`src/rtl/cam_stream_pkg.sv`:
```
// Package: shared types and the colour-widening function for the
// camera-to-stream bridge. Assumes 5-6-5 input samples, 32-bit output.
package cam_stream_pkg;

    localparam int BYTE_W = 8;
    localparam int WORD_W = 32;

    typedef struct packed {
        logic [4:0] red;
        logic [5:0] green;
        logic [4:0] blue;
    } rgb565_t;

    // Widen each channel to 8 bits by appending zeros, top byte zero.
    function automatic logic [WORD_W-1:0] widen_rgb(input rgb565_t px);
        widen_rgb = {8'h00, px.red, 3'b000, px.green, 2'b00, px.blue, 3'b000};
    endfunction

endpackage

```
`src/rtl/cam_byte_pairer.sv`:
```
// Module: pairs consecutive sensor bytes into one 5-6-5 sample.
// Assumes the first byte of each pair is the high half; a low line
// qualifier or a frame-sync edge drops any half-received pair.
module cam_byte_pairer
    import cam_stream_pkg::*;
(
    input  logic              clk,
    input  logic              rst_n,
    input  logic              line_active,
    input  logic              restart,
    input  logic [BYTE_W-1:0] byte_in,
    output logic              pair_ready,
    output rgb565_t           pair_data
);

    logic              second_half;
    logic [BYTE_W-1:0] high_byte;

    // Track which half of the pair the next byte is, and keep the high byte.
    always_ff @(posedge clk) begin
        if (!rst_n || restart || !line_active) begin
            second_half <= 1'b0;
            if (!rst_n) high_byte <= '0;
        end else begin
            second_half <= ~second_half;
            if (!second_half) high_byte <= byte_in;
        end
    end

    // The pair is complete when the second byte is on the bus.
    always_comb begin
        pair_ready = line_active && second_half && !restart;
        pair_data  = rgb565_t'({high_byte, byte_in});
    end

    // a completed pair needs the line qualifier on the previous edge too.
    p_pair_needs_two_bytes_r2: assert property (@(posedge clk) disable iff (!rst_n)
        pair_ready |-> $past(line_active));

    // after a low qualifier the next byte can not complete a pair.
    p_drop_half_pair_r7: assert property (@(posedge clk) disable iff (!rst_n)
        !line_active |=> !pair_ready);

endmodule

```
`src/rtl/cam_line_tracker.sv`:
```
// Module: counts pixels per line and arms the frame-start marker.
// Assumes the frame sync rises while the line qualifier is low.
module cam_line_tracker #(
    parameter int LINE_PIXELS = 640
) (
    input  logic clk,
    input  logic rst_n,
    input  logic vsync_in,
    input  logic pixel_done,
    output logic frame_restart,
    output logic at_line_end,
    output logic at_frame_start
);

    localparam int CNT_W = (LINE_PIXELS > 1) ? $clog2(LINE_PIXELS) : 1;
    localparam logic [CNT_W-1:0] LAST_IDX = CNT_W'(LINE_PIXELS - 1);

    logic             vsync_q;
    logic [CNT_W-1:0] pix_cnt;
    logic             start_armed;

    // Remember the previous frame-sync level for edge detection.
    always_ff @(posedge clk) begin
        if (!rst_n) vsync_q <= 1'b0;
        else        vsync_q <= vsync_in;
    end

    assign frame_restart = vsync_in && !vsync_q;

    // Count pixels in the line, wrap at the line length, clear on frame sync.
    always_ff @(posedge clk) begin
        if (!rst_n || frame_restart) begin
            pix_cnt <= '0;
        end else if (pixel_done) begin
            pix_cnt <= (pix_cnt == LAST_IDX) ? '0 : pix_cnt + 1'b1;
        end
    end

    // Arm on frame sync, disarm when the first pixel of the frame passes.
    always_ff @(posedge clk) begin
        if (!rst_n)             start_armed <= 1'b0;
        else if (frame_restart) start_armed <= 1'b1;
        else if (pixel_done)    start_armed <= 1'b0;
    end

    assign at_line_end    = pix_cnt == LAST_IDX;
    assign at_frame_start = start_armed;

    // the counter never leaves the line range.
    p_count_in_range_r4: assert property (@(posedge clk) disable iff (!rst_n)
        pix_cnt <= LAST_IDX);

    // a frame-sync edge leaves the counter at zero.
    p_restart_clears_r6: assert property (@(posedge clk) disable iff (!rst_n)
        frame_restart |=> pix_cnt == '0);

    // a pixel consumes the frame-start marker.
    p_start_once_r5: assert property (@(posedge clk) disable iff (!rst_n)
        (pixel_done && !frame_restart) |=> !start_armed);

endmodule

```
`src/rtl/cam_stream_out.sv`:
```
// Module: registers the output beat and keeps the sticky overflow flag.
// Assumes the sink may stall; beats are never held, only counted as lost.
module cam_stream_out
    import cam_stream_pkg::*;
(
    input  logic              clk,
    input  logic              rst_n,
    input  logic              beat_in,
    input  rgb565_t           sample_in,
    input  logic              last_in,
    input  logic              first_in,
    input  logic              sink_ready,
    output logic [WORD_W-1:0] tdata,
    output logic              tvalid,
    output logic              tlast,
    output logic              fsync,
    output logic              lost_beat
);

    // Present each completed pixel for one cycle with its markers.
    always_ff @(posedge clk) begin
        if (!rst_n) begin
            tdata  <= '0;
            tvalid <= 1'b0;
            tlast  <= 1'b0;
            fsync  <= 1'b0;
        end else begin
            tvalid <= beat_in;
            tlast  <= beat_in && last_in;
            fsync  <= beat_in && first_in;
            if (beat_in) tdata <= widen_rgb(sample_in);
        end
    end

    // Latch any beat that the sink did not accept.
    always_ff @(posedge clk) begin
        if (!rst_n)                   lost_beat <= 1'b0;
        else if (tvalid && !sink_ready) lost_beat <= 1'b1;
    end

    // beats are never adjacent because each needs two bytes.
    p_tvalid_single_r2: assert property (@(posedge clk) disable iff (!rst_n)
        tvalid |=> !tvalid);

    // the line-end marker rides only on a valid beat.
    p_tlast_with_beat_r4: assert property (@(posedge clk) disable iff (!rst_n)
        tlast |-> tvalid);

    // the frame-start marker rides only on a valid beat.
    p_fsync_with_beat_r5: assert property (@(posedge clk) disable iff (!rst_n)
        fsync |-> tvalid);

    // a stalled beat raises the flag on the next edge.
    p_overflow_set_r8: assert property (@(posedge clk) disable iff (!rst_n)
        (tvalid && !sink_ready) |=> lost_beat);

    // the flag stays until reset.
    p_overflow_sticky_r8: assert property (@(posedge clk) disable iff (!rst_n)
        lost_beat |=> lost_beat);

endmodule

```
`src/rtl/cam_axis_bridge.sv`:
```
// Module: top of the camera-to-stream bridge. Pairs sensor bytes,
// widens them to 32-bit words and streams them with line-end and
// frame-start markers. Runs freely on the sensor clock; never stalls.
module cam_axis_bridge
    import cam_stream_pkg::*;
#(
    parameter int LINE_PIXELS = 640
) (
    input  logic        clk,
    input  logic        rst_n,
    input  logic        cam_vsync,
    input  logic        cam_href,
    input  logic [7:0]  cam_data,
    input  logic        m_tready,
    output logic [31:0] m_tdata,
    output logic        m_tvalid,
    output logic        m_tlast,
    output logic        m_fsync,
    output logic        overflow
);

    logic    restart;
    logic    pair_ready;
    rgb565_t pair_data;
    logic    line_end;
    logic    frame_start;

    cam_byte_pairer u_pairer (
        .clk         (clk),
        .rst_n       (rst_n),
        .line_active (cam_href),
        .restart     (restart),
        .byte_in     (cam_data),
        .pair_ready  (pair_ready),
        .pair_data   (pair_data)
    );

    cam_line_tracker #(
        .LINE_PIXELS (LINE_PIXELS)
    ) u_tracker (
        .clk            (clk),
        .rst_n          (rst_n),
        .vsync_in       (cam_vsync),
        .pixel_done     (pair_ready),
        .frame_restart  (restart),
        .at_line_end    (line_end),
        .at_frame_start (frame_start)
    );

    cam_stream_out u_out (
        .clk        (clk),
        .rst_n      (rst_n),
        .beat_in    (pair_ready),
        .sample_in  (pair_data),
        .last_in    (line_end),
        .first_in   (frame_start),
        .sink_ready (m_tready),
        .tdata      (m_tdata),
        .tvalid     (m_tvalid),
        .tlast      (m_tlast),
        .fsync      (m_fsync),
        .lost_beat  (overflow)
    );

endmodule

```
`config.mk`:
```
export PLATFORM = sky130hd
export DESIGN_NAME = cam_axis_bridge
export DESIGN_NICKNAME = d
export VERILOG_FILES = /design/src/rtl/cam_stream_pkg.sv /design/src/rtl/cam_byte_pairer.sv /design/src/rtl/cam_line_tracker.sv /design/src/rtl/cam_stream_out.sv /design/src/rtl/cam_axis_bridge.sv
export SDC_FILE = /design/constraint.sdc
export NUM_CORES = 1
export LEC_CHECK = 0
export CORE_UTILIZATION = 41
export DETAILED_ROUTE_END_ITERATION = 16
export PLACE_DENSITY = 0.73
export RECOVER_POWER = 100
export SYNTH_ARGS = -nofsm -noshare
export SYNTH_HDL_FRONTEND = slang
export SYNTH_SLANG_ARGS = --single-unit
```
`constraint.sdc`:
```
create_clock -name clk -period 1.8 [get_ports clk]
set_input_delay 0.36 -clock clk [delete_from_list [all_inputs] [get_ports clk]]
set_output_delay 0.36 -clock clk [all_outputs]
set_load 0.1 [all_outputs]
```
==> results of run 1 <==
## routing by layer
metal  vias up  GRT usage, %
met1       578          21.4
li1        677             -
met4         0          4.79
met3         5          4.97
met2        47          23.1
met5         -             0
## metrics by stage
| stage | utilization (%) | TNS, ns |
|---|---|---|
| 5_1_grt | 52.0 | 0 |
| 6_report | 52.0 | 0 |
| 3_5_place_dp | 57.7 | -0.346 |
| 2_1_floorplan | - | 0 |
| 3_3_place_gp | 57.7 | -0.190 |
| 4_1_cts | 60.3 | 0 |
## cell usage after synthesis, types with 2 or more instances
library cell / n
nand2_1: 38
dfxtp_1: 33
a21oi_1: 23
buf_4: 16
nor2_1: 10
and3_1: 9
edfxtp_1: 8
and2_1: 4
o21ai_0: 4
or3_1: 4
xor2_1: 4
buf_2: 3
clkbuf_1: 3
nand4_1: 3
buf_6: 2
inv_1: 2
nand3_1: 2
nand4_4: 2
## final timing paths
path	cells after the start	from	slack [ns]	to
setup / recovery	5	cam_vsync	0.17	u_tracker.pix_cnt[8]
hold / removal	2	u_out.tdata[15]	0.45	u_out.tdata[15]
hold reg to reg	2	u_out.tdata[15]	0.45	u_out.tdata[15]
setup reg to reg	5	u_tracker.pix_cnt[0]	0.29	u_tracker.pix_cnt[8]
## cells in the final DEF (no fill, tap or decap), drive strengths merged, types with 4 or more instances in the layout
cell type	n
nand2	39
and3	10
and2	5
xor2	4
clkbuf	31
conb	16
o21ai	5
buf	10
edfxtp	8
dfxtp	33
nand4	5
clkdlybuf4s50	10
or3	4
a21oi	23
nor2	11
## cells by family (layout without fill, tap and decap cells)
group / after synthesis / count (layout) / synth area share [%]
AO/OA/AOI/OAI: 30 / 30 / 9.21
other: 1 / 16 / 0.219
AND/OR/NAND/NOR: 81 / 81 / 24.9
flip-flops: 41 / 41 / 52.6
buffers and inverters: 26 / 57 / 10.3
XOR/XNOR: 4 / 4 / 2.05
adder cells (fa/ha/maj): 1 / 1 / 0.731
## cell type report
| cell class | instances | share of cell area (%) |
|---|---|---|
| flip-flops and latches | 41 | 43.3 |
| multi-input cells | 132 | 32.2 |
| repair buffers | 47 | 16.0 |
| clock buffers | 6 | 3.49 |
| well taps | 50 | 3.01 |
| clock inverters | 2 | 1.62 |
| inverters | 2 | 0.361 |
## where the power goes
part,internal [mW],switching [mW],leakage (nW)
Combinational,0.0555,0.243,0.456
Clock,0.409,0.300,0.0528
Sequential,0.957,0.00766,0.353
Total,1.42,0.550,0.861
## registers in the layout, indices dropped and copies added (netlist names)
register and flops:
u_out.tdata 16, u_tracker.pix_cnt 10, u_out.fsync 1, u_out.tlast 1
u_out.lost_beat 1, u_out.tvalid 1, u_pairer.second_half 1, u_tracker.at_frame_start 1
u_tracker.vsync_q 1, u_pairer.high_byte 8
## worst max-delay path, cell delays in order
cell and delay, ns:
dlygate4sd3_1 0.55, nand2b_1 0.21, nand4_1 0.20, or3_1 0.38, a21oi_1 0.13
==> run summary, run 1 <==
The sum of routed wire length over all layers is 3160 um. After clock tree synthesis, the clock-pin slew on the worst setup and hold paths is 0.07 ns. The upper clock frequency limit came out at 615 MHz. The top flip-flop cell by instance count after synthesis is dfxtp_1.

Summing all multi-input logic gate instances after layout gives 671 um2. For this design the ratio of total power to cell area is 947 nW/um2. STA classifies the critical path startpoint as an input pin. The sequential share of the synthesized area came out at 52.6%. STA puts the critical path data arrival time at 1.85 ns.

The setup violation total in the final timing report is 0. The layout overhead on the synthesized area came out at 21.6%. The number of hold buffers added after CTS was 0. The synthesized design contains 8 enable-type register cells. The die footprint came out at 4440 um2.

The number of ports placed on the die boundary came out at 49. The total number of yosys warnings came out at 0. Registers take 901 um2. Port buffering added 32 buffers. CTS built an H-tree with a depth of 2.

The post-synthesis cell area came out at 1710 um2. Setup repair after global routing left no endpoint under its margin. The number of global-route vias before repair came to 1143. The per-cell routed wire length is 11.3 um. The share of flip-flops with an asynchronous set or reset after synthesis is 0%. The sum of met2 wire segment lengths after detailed routing is 1360 um. The number of cells produced by synthesis came out at 184. The critical path in this run is classified as in -> reg. The max-capacitance violation count came out at 0. The met3 wire length is 202 um. The number of antenna violations at the first check in global routing was 0. The total half-perimeter wirelength after legalization and detailed placement is 2300 um. The remaining max-slew budget at the tightest pin came out at 63.3%. In this run the static leakage power is 0.861 nW.

The flow ran to the end, and the final reports show no timing, DRC or antenna violations. The clock latency of the later-clocked register in the worst-skew pair came out at 0.29 ns. The overall track demand over capacity in global routing came out at 15.6%. The number of failing hold endpoints at the final stage came to 0. The remaining routing DRC violations is 0. Across the routed clock network, the largest skew measured is 0.00581 ns. The share of the clock period used by the worst path is 90.3%. For this block, the initial DRC count from the detailed router was 44. The number of iterations in the first detailed-routing pass is 4. The global-route wire length before repair is 5150 um. Once detail routing completed, the nets flagged for antenna violations numbered 0. Entering global routing, the biggest net connects 20 pins.

Once the floorplan was initialized, standard cells occupied 42.8% of the core. The total number of nets in the final design is 243. The number of placed instances with taps included is 272.

The max-slew violation total from the final report is 0. Summed over all layers, the global routing overflow is 0. The area share of the largest cell type after synthesis is 38.6%. After detailed routing, the wire length on met1 is 1560 um.

The worst setup path is captured at a register. The synthesized area per cell came out at 9.30 um2. The post-layout total power came out at 1.97 mW.

In the post-synthesis netlist, the biggest area contributors are dfxtp_1 39%, edfxtp_1 14%, nand2_1 8.3%, buf_4 7.0%, a21oi_1 6.7%. The count of placed standard cells in the final layout, fillers left out is 280. The fraction of final layout cells with drive strength greater than 1 is 18.3%. At the end of routability-driven placement, the weighted congestion stood at 0.799. The TritonCTS sink count is 41. The floorplan step set the die height to 66.6 um.

Prior to clock tree synthesis, the placed netlist has a worst setup slack of -0.106 ns. The post-cts gate resize count is 0. Signal routing reaches up to met4. The final design area excluding fillers is 2080 um2. The floorplan core area is 4000 um2. The number of core rows came out at 23. The required time at the endpoint of the critical path is 2.03 ns. 0 antenna diodes ended up in the layout. The tree is rooted in a clkbuf_8. Across the VDD grid, the largest voltage drop is 600 uV. After detailed placement, the total cell area comes to 2310 um2. The count of fill cells added during filler insertion is 377. The post-layout worst setup margin came out at 0.174 ns. Of all cell types, the one taking the most synthesized area is dfxtp_1. The worst path needs 1.63 ns of the cycle, external delays included. Counting along the longest clock path gives a buffer depth of 2. The TritonCTS clock tree is done. The transition time at the pin with the least slew margin came out at 0.552 ns. The number of clock buffers inserted by TritonCTS is 5. The count of cell types in the netlist is 32. The die is 66.6 um wide. The overall via count from detail_route came out at 1307. The post-synthesis register bit count came out at 41. The worst hold slack came out at 0.454 ns. The total setup buffers inserted after CTS is 0.

Using the TritonRoute via totals, the vias-per-cell ratio works out to 4.67. The min-delay analysis places its worst path in the category reg -> reg. The maximum net fanout on the critical path came out at 5.
No activity file was read; power rests on OpenSTA's default activity.
==> inputs of run 2 (changes only) <==
Settings changed: REMOVE_ABC_BUFFERS from default to 1.
==> run 2 against run 1 <==
  * Final area increased by 1.1%
  * Via count increased by 0.46%
  * Clock skew increased by 0.0025 ns
  * Critical endpoint unchanged
  * Setup slack got worse by 0.052 ns
==> run summary, run 2 (synthesis results as in run 1) <==
The flow ran to the end, and the final reports show no timing, DRC or antenna violations. The height of the die came out at 66.6 um. The setup slack of the worst register-to-register path came out at 0.27 ns. The longest clock path from root to sink contains 2 buffers. The number of failing hold endpoints at the final stage is 0.

The static leakage power came out at 0.872 nW. The post-cts gate resize count came out at 0. For this design the top-level I/O count stands at 49. The detail route stage leaves a number of antenna-violating nets equal to 0. The flip-flop count of the largest register after layout came out at 16.

The register with the most flip-flops in the final layout is u_out.tdata. The hold buffer count at CTS came out at 0. The clock transition at the register clock pins on the worst setup and hold paths after CTS is 0.08 ns. The multi-input logic area came out at 691 um2. At the placement stage, the worst setup path has a slack of -0.0912 ns. The final period demand of the worst path came out at 1.68 ns. The maximum net fanout on the critical path came out at 5. Across the run, the number of max-cap violations was 0. The per-cell routed wire length is 11.8 um. In this run the critical register-to-register path is captured at u_tracker.pix_cnt[8]. In this run the critical register-to-register path is launched from u_tracker.pix_cnt[0]. Relative to the synthesized area, the layout overhead comes to 22.9%. The upper clock frequency limit is 596 MHz. The H-tree was split into 2 levels. The first global-routing pass estimated 5570 um of wire. Setup violations remaining at the end of the flow were counted as 0.

The max-slew violation total from the final report came out at 0. The TritonCTS sink count is 41. The largest individual stage delay along the critical path comes from the cell dlygate4sd3_1. The finished cells cover 2100 um2. The path class of the lowest-slack min-delay path is reg -> reg. The iteration-0 DRC count of the detailed router came out at 75. The worst hold slack is 0.455 ns. The largest net degree at the start of global routing came out at 20.

The tree is rooted in a clkbuf_8. The horizontal die dimension came out at 66.6 um. The worst reg2reg path depth is 6. The number of iterations in the first detailed-routing pass came out at 4. The largest incremental delay on the critical path is 0.56 ns. Setup repair after global routing left no endpoint under its margin. TritonCTS built the clock tree.

The congestion estimate from routability-driven global placement came to 0.820. The overflow left after global routing is 0. The floorplan core area came out at 4000 um2. The final critical path takes up 93.2% of the cycle. The setup clock skew after layout came out at 0.00831 ns.

Traced cell by cell, the critical path runs through dlygate4sd3_1 -> and2_1 -> nand4_4 -> clkbuf_1 -> o21ai_0 -> a21oi_1. The number of core rows came out at 23. The count of fill cells added during filler insertion came out at 379.

Port buffering added 32 buffers. In this run the worst setup path terminates at u_tracker.pix_cnt[8]. The number of clock buffers inserted by TritonCTS is 5. The required time at the endpoint of the critical path came out at 1.97 ns. Summing all placed instances gives a cell area of 2310 um2. The overall track demand over capacity in global routing is 17.0%. The transition time at the pin with the least slew margin came out at 0.560 ns. The power density over the cells came out at 941 nW/um2. The number of antenna violations at the first check in global routing came to 0.

The fraction of final layout cells with drive strength greater than 1 is 19.9%. Leaving out fill and tap cells, the most frequent cell in the layout is nand2_1. The number of vias per cell after detailed routing came out at 4.67.

The total setup buffers inserted after CTS is 0. The clock latency of the later-clocked register in the worst-skew pair is 0.29 ns. The remaining max-slew budget at the tightest pin is 62.9%.

The total number of nets in the final design is 244. Once the floorplan was initialized, standard cells occupied 42.8% of the core. The overall via count from detail_route is 1313. Summed over all layers, the routed wires come to 3320 um. The library cells used most frequently in the layout, excluding fill and tap cells, are 38 x nand2_1, 33 x dfxtp_1, 23 x a21oi_1, 23 x clkbuf_2, 16 x conb_1.

The peak supply drop came out at 544 uV. In the final layout, the registers with the most flip-flops are u_out.tdata: 16 flops, u_tracker.pix_cnt: 10 flops, u_pairer.high_byte: 8 flops. The total half-perimeter wirelength after legalization and detailed placement is 2470 um. STA classifies the critical path startpoint as an input pin. The number of global-route vias before repair is 1266. Summing all flip-flop and latch instances after layout gives 901 um2. The critical path starts at cam_href. The antenna cell count came out at 0. The remaining routing DRC violations is 0. STA puts the critical path data arrival time at 1.85 ns. The type of element capturing the critical path is a register.

The die covers 4440 um2. The post-layout worst setup margin came out at 0.122 ns. The critical setup path kind is in -> reg.
run 2: worst min path at each step:
stage                                    start                    to  slack, ns  cells after the start
after global placement    u_pairer.second_half  u_pairer.second_half       0.44                      1
final                          u_out.tdata[15]       u_out.tdata[15]       0.46                      2
after global routing      u_pairer.second_half  u_pairer.second_half       0.47                      1
after CTS                 u_pairer.second_half  u_pairer.second_half       0.45                      1
after floorplan           u_pairer.second_half  u_pairer.second_half       0.42                      1
after detailed placement  u_pairer.second_half  u_pairer.second_half       0.44                      1
run 2: worst max-delay path, delay by kind of cell:
| kind | cells | cell delay (ns) |
|---|---|---|
| AO/OA/AOI/OAI | 2 | 0.31 |
| AND/OR/NAND/NOR | 2 | 0.45 |
| buffers and inverters | 2 | 0.72 |
run 2: layout make-up:
type / count / share of cell area [%]
sequential: 41 / 42.8
timing repair buffer: 48 / 15.9
clock inverter: 2 / 1.67
clock buffer: 6 / 3.45
inverter: 2 / 0.357
tap: 50 / 2.97
multi-input combinational: 132 / 32.8
run 2: per-stage QoR:
step / utilization (%) / std cells / total power, mW / TNS, ns
floorplan: - / 175 / 1.21 / -1.69
global placement: 57.9 / 273 / 1.31 / -0.306
detailed placement: 57.9 / 273 / 1.31 / -0.587
CTS: 60.6 / 281 / 2.02 / 0
global route: 52.6 / 281 / 2.05 / 0
finish: 52.6 / 281 / 1.98 / 0
run 2: metal layers:
metal	wire length (um)	up-vias	part of all wire, %	global-route usage, %
li1	-	679	-	-
met1	1480	591	45	20.7
met2	1610	36	49	27.7
met3	173	7	5.2	4.45
met4	55	0	1.7	7.98
met5	0	-	0	0
run 2: report_power, final:
group          internal (mW)  switching [mW]  total (mW)  leakage, nW
clock                  0.411           0.304       0.715       0.0552
sequential             0.957         0.00768       0.964        0.353
combinational         0.0547           0.245       0.299        0.464
==> inputs of run 3 (changes only) <==
Settings changed: ABC_CLOCK_PERIOD_IN_PS from default to 1800, CORE_ASPECT_RATIO from default to 0.6.
==> run 3 against run 2 <==
  * Final cell count shrank 0.71%
  * Non-clock buffer count increased by 1
  * Setup slack gained 0.071 ns
  * Power fell by 0.26%
  * Flip-flop and latch count did not move
  * Critical path type unchanged
  * Highest routed layer unchanged
==> run summary, run 3 (synthesis results as in run 1) <==
The flow ran to the end, and the final reports show no timing, DRC or antenna violations. The transition time at the pin with the least slew margin came out at 0.556 ns. For this design, the CTS-stage hold fixing added 0 buffers. The total setup buffers inserted after CTS came out at 0.

The internal power summed over all cells is 1.42 mW. The proportion of power drawn by combinational gates came out at 15.2%. The level count of the clock H-tree is 2. The number of antenna diodes in the final layout is 0. The die covers 4450 um2. The overall track demand over capacity in global routing came out at 17.3%. The worst hold path belongs to the class reg -> reg. Per report_power, the clock group accounts for 35.9% of the total.

The remaining routing DRC violations is 0. STA classifies the critical path startpoint as an input pin. The overall via count from detail_route came out at 1356. The setup slack of the worst register-to-register path is 0.26 ns. The slowest stage cell on the critical path is clkdlybuf4s50_1. The largest net degree at the start of global routing is 20. The sum of routed wire length over all layers came out at 3550 um.

In this run the power spent charging and discharging nets is 0.553 mW. The kind of cell with the highest combined delay along the critical path is buffers and inverters. The proportion of power drawn by flip-flops and latches came out at 48.9%. The number of clock buffers inserted by TritonCTS came out at 5.

For the worst setup path, the data required time is 1.98 ns. The final critical path takes up 89.3% of the cycle. The longest clock path from root to sink contains 2 buffers. The count of placed standard cells in the final layout, fillers left out came out at 279.

The startpoint of the tightest hold check path is u_out.tdata[6]. The final antenna-violating net count is 0. The iteration-0 DRC count of the detailed router is 79.

The number of failing hold endpoints at the final stage came out at 0. Across the run, the number of max-cap violations was 0. Traced cell by cell, the critical path runs through clkdlybuf4s50_1 -> and2_1 -> nand2_1 -> clkbuf_2 -> a2bb2oi_1 -> nor2_1. The worst hold path cell count is 2. TritonCTS built the clock tree. The number of global-route vias before repair was 1264. The layout overhead on the synthesized area is 21.7%. The maximum net fanout on the critical path came out at 11.

The TritonCTS sink count is 41. The register with the most flip-flops in the layout has 16 of them. The horizontal die dimension is 85.4 um. The largest registers in the layout are u_out.tdata: 16 flops, u_tracker.pix_cnt: 10 flops, u_pairer.high_byte: 8 flops.

Once the floorplan was initialized, standard cells occupied 44.7% of the core. The setup violation total in the final timing report came out at 0. The clock latency of the later-clocked register in the worst-skew pair came out at 0.29 ns.

Of the total power, the share spent switching nets is 28.0%. The static leakage power is 0.867 nW. The final period demand of the worst path is 1.61 ns. The first detailed-routing pass took 5 iterations.

In this run the critical register-to-register path is launched from u_tracker.pix_cnt[0]. The number of core rows came out at 17. The number of vias per cell after detailed routing is 4.86. The peak supply drop came out at 426 uV. The final weighted congestion in routability-driven placement came out at 0.859. The upper clock frequency limit is 622 MHz.

The worst endpoint data arrival time is 1.78 ns. The number of antenna violations at the first check in global routing came to 0. The post-cts gate resize count is 0.

Input and output buffers added on the ports amount to 32. The worst reg2reg path depth is 6. In the final design database the tool counted 245 nets.

Counting the fill cells in the layout gives 344. The library cells used most frequently in the layout, excluding fill and tap cells, are 39 x nand2_1, 33 x dfxtp_1, 24 x clkbuf_2. The aggregate negative setup slack is 0 ns. The worst setup path is captured at a register. The library cell used most frequently in the layout, excluding fill and tap cells, is nand2_1. The worst setup path is of the in -> reg kind. Global routing finished with a remaining overflow of 0.

The power density over the cells came out at 948 nW/um2. For the final database, setup skew stands at 0.00840 ns. The cell area after placement is 2310 um2. Headroom to the max-slew limit came out at 63.1%. CTS placed an instance of clkbuf_8 at the clock tree root. Of the cells placed in the final design, the portion with a size suffix greater than 1 is 19.0%. The number of placed instances with taps included came out at 271. The worst hold path terminates at u_out.tdata[6].

The capture point of the worst reg-to-reg path is u_tracker.pix_cnt[8]. Detailed placement ended at an HPWL of 2650 um. The height of the die came out at 52.1 um.

After clock tree synthesis, the clock-pin slew on the worst setup and hold paths is 0.07 ns. The core region is 3830 um2. Setup repair after global routing left no endpoint under its margin. The first global-routing pass estimated 5830 um of wire.

The register with the most flip-flops in the final layout is u_out.tdata. The number of ports placed on the die boundary is 49. The max-slew violation total from the final report came out at 0.

The number of buffer and inverter stages on the critical path came out at 2. The largest incremental delay on the critical path is 0.48 ns. The final design area excluding fillers is 2080 um2. Dividing the detail-routed wire length by the instance count gives 12.7 um.
-- run 3: worst max-delay path by stage --
stage,startpoint,endpoint,cells past startpoint
after global routing,cam_vsync,u_out.tdata[15],7
after floorplan,rst_n,u_pairer.high_byte[0],4
after CTS,cam_href,u_tracker.pix_cnt[9],5
after detailed placement,cam_href,u_tracker.pix_cnt[9],5
final,cam_href,u_tracker.pix_cnt[1],6
after global placement,cam_href,u_tracker.pix_cnt[8],5
-- run 3: stage by stage --
step                      hold WS (ns)  worst slack [ns]  power [mW]  util (%)
after global placement           0.453           -0.0231        1.31      60.2
final                            0.454             0.193        1.97      54.4
after global routing             0.478            0.0927        2.05      54.4
after detailed placement         0.465           -0.0742        1.31      60.2
after CTS                        0.484             0.222        2.02      63.0
after floorplan                  0.418            -0.211        1.21         -
-- run 3: area by class of cell --
type / instances / area, um2 / area share (%)
inverters: 2 / 7.51 / 0.360
flip-flops and latches: 41 / 901 / 43.2
well taps: 47 / 58.8 / 2.82
multi-input cells: 132 / 686 / 32.9
clock buffers: 6 / 72.6 / 3.48
repair buffers: 49 / 323 / 15.5
clock inverters: 2 / 35.0 / 1.68
-- run 3: routing by layer --
| metal | vias up | routed length [um] | global-route usage [%] |
|---|---|---|---|
| li1 | 682 | - | - |
| met1 | 630 | 1850 | 24.5 |
| met2 | 42 | 1460 | 25.2 |
| met3 | 2 | 230 | 5.71 |
| met4 | 0 | 8 | 4.44 |
| met5 | - | 0 | 0 |
-- run 3: worst reg2reg max path: cells and delay by family (launching register included) --
| kind | cells | cell delay, ns |
|---|---|---|
| AOI/OAI and AO/OA | 2 | 0.29 |
| adders and majority gates | 1 | 0.23 |
| and+or+nand+nor | 2 | 0.32 |
| DFF | 1 | 0.37 |
| buffers and inverters | 1 | 0.23 |
-- run 3: power by group through the flow --
stage | registers (mW) | clock network (mW) | logic [mW]
after floorplan | 1.03 | 0 | 0.187
after global placement | 0.989 | 0 | 0.322
after detailed placement | 0.989 | 0 | 0.324
after CTS | 0.968 | 0.722 | 0.325
after global routing | 0.968 | 0.772 | 0.313
final | 0.965 | 0.710 | 0.299
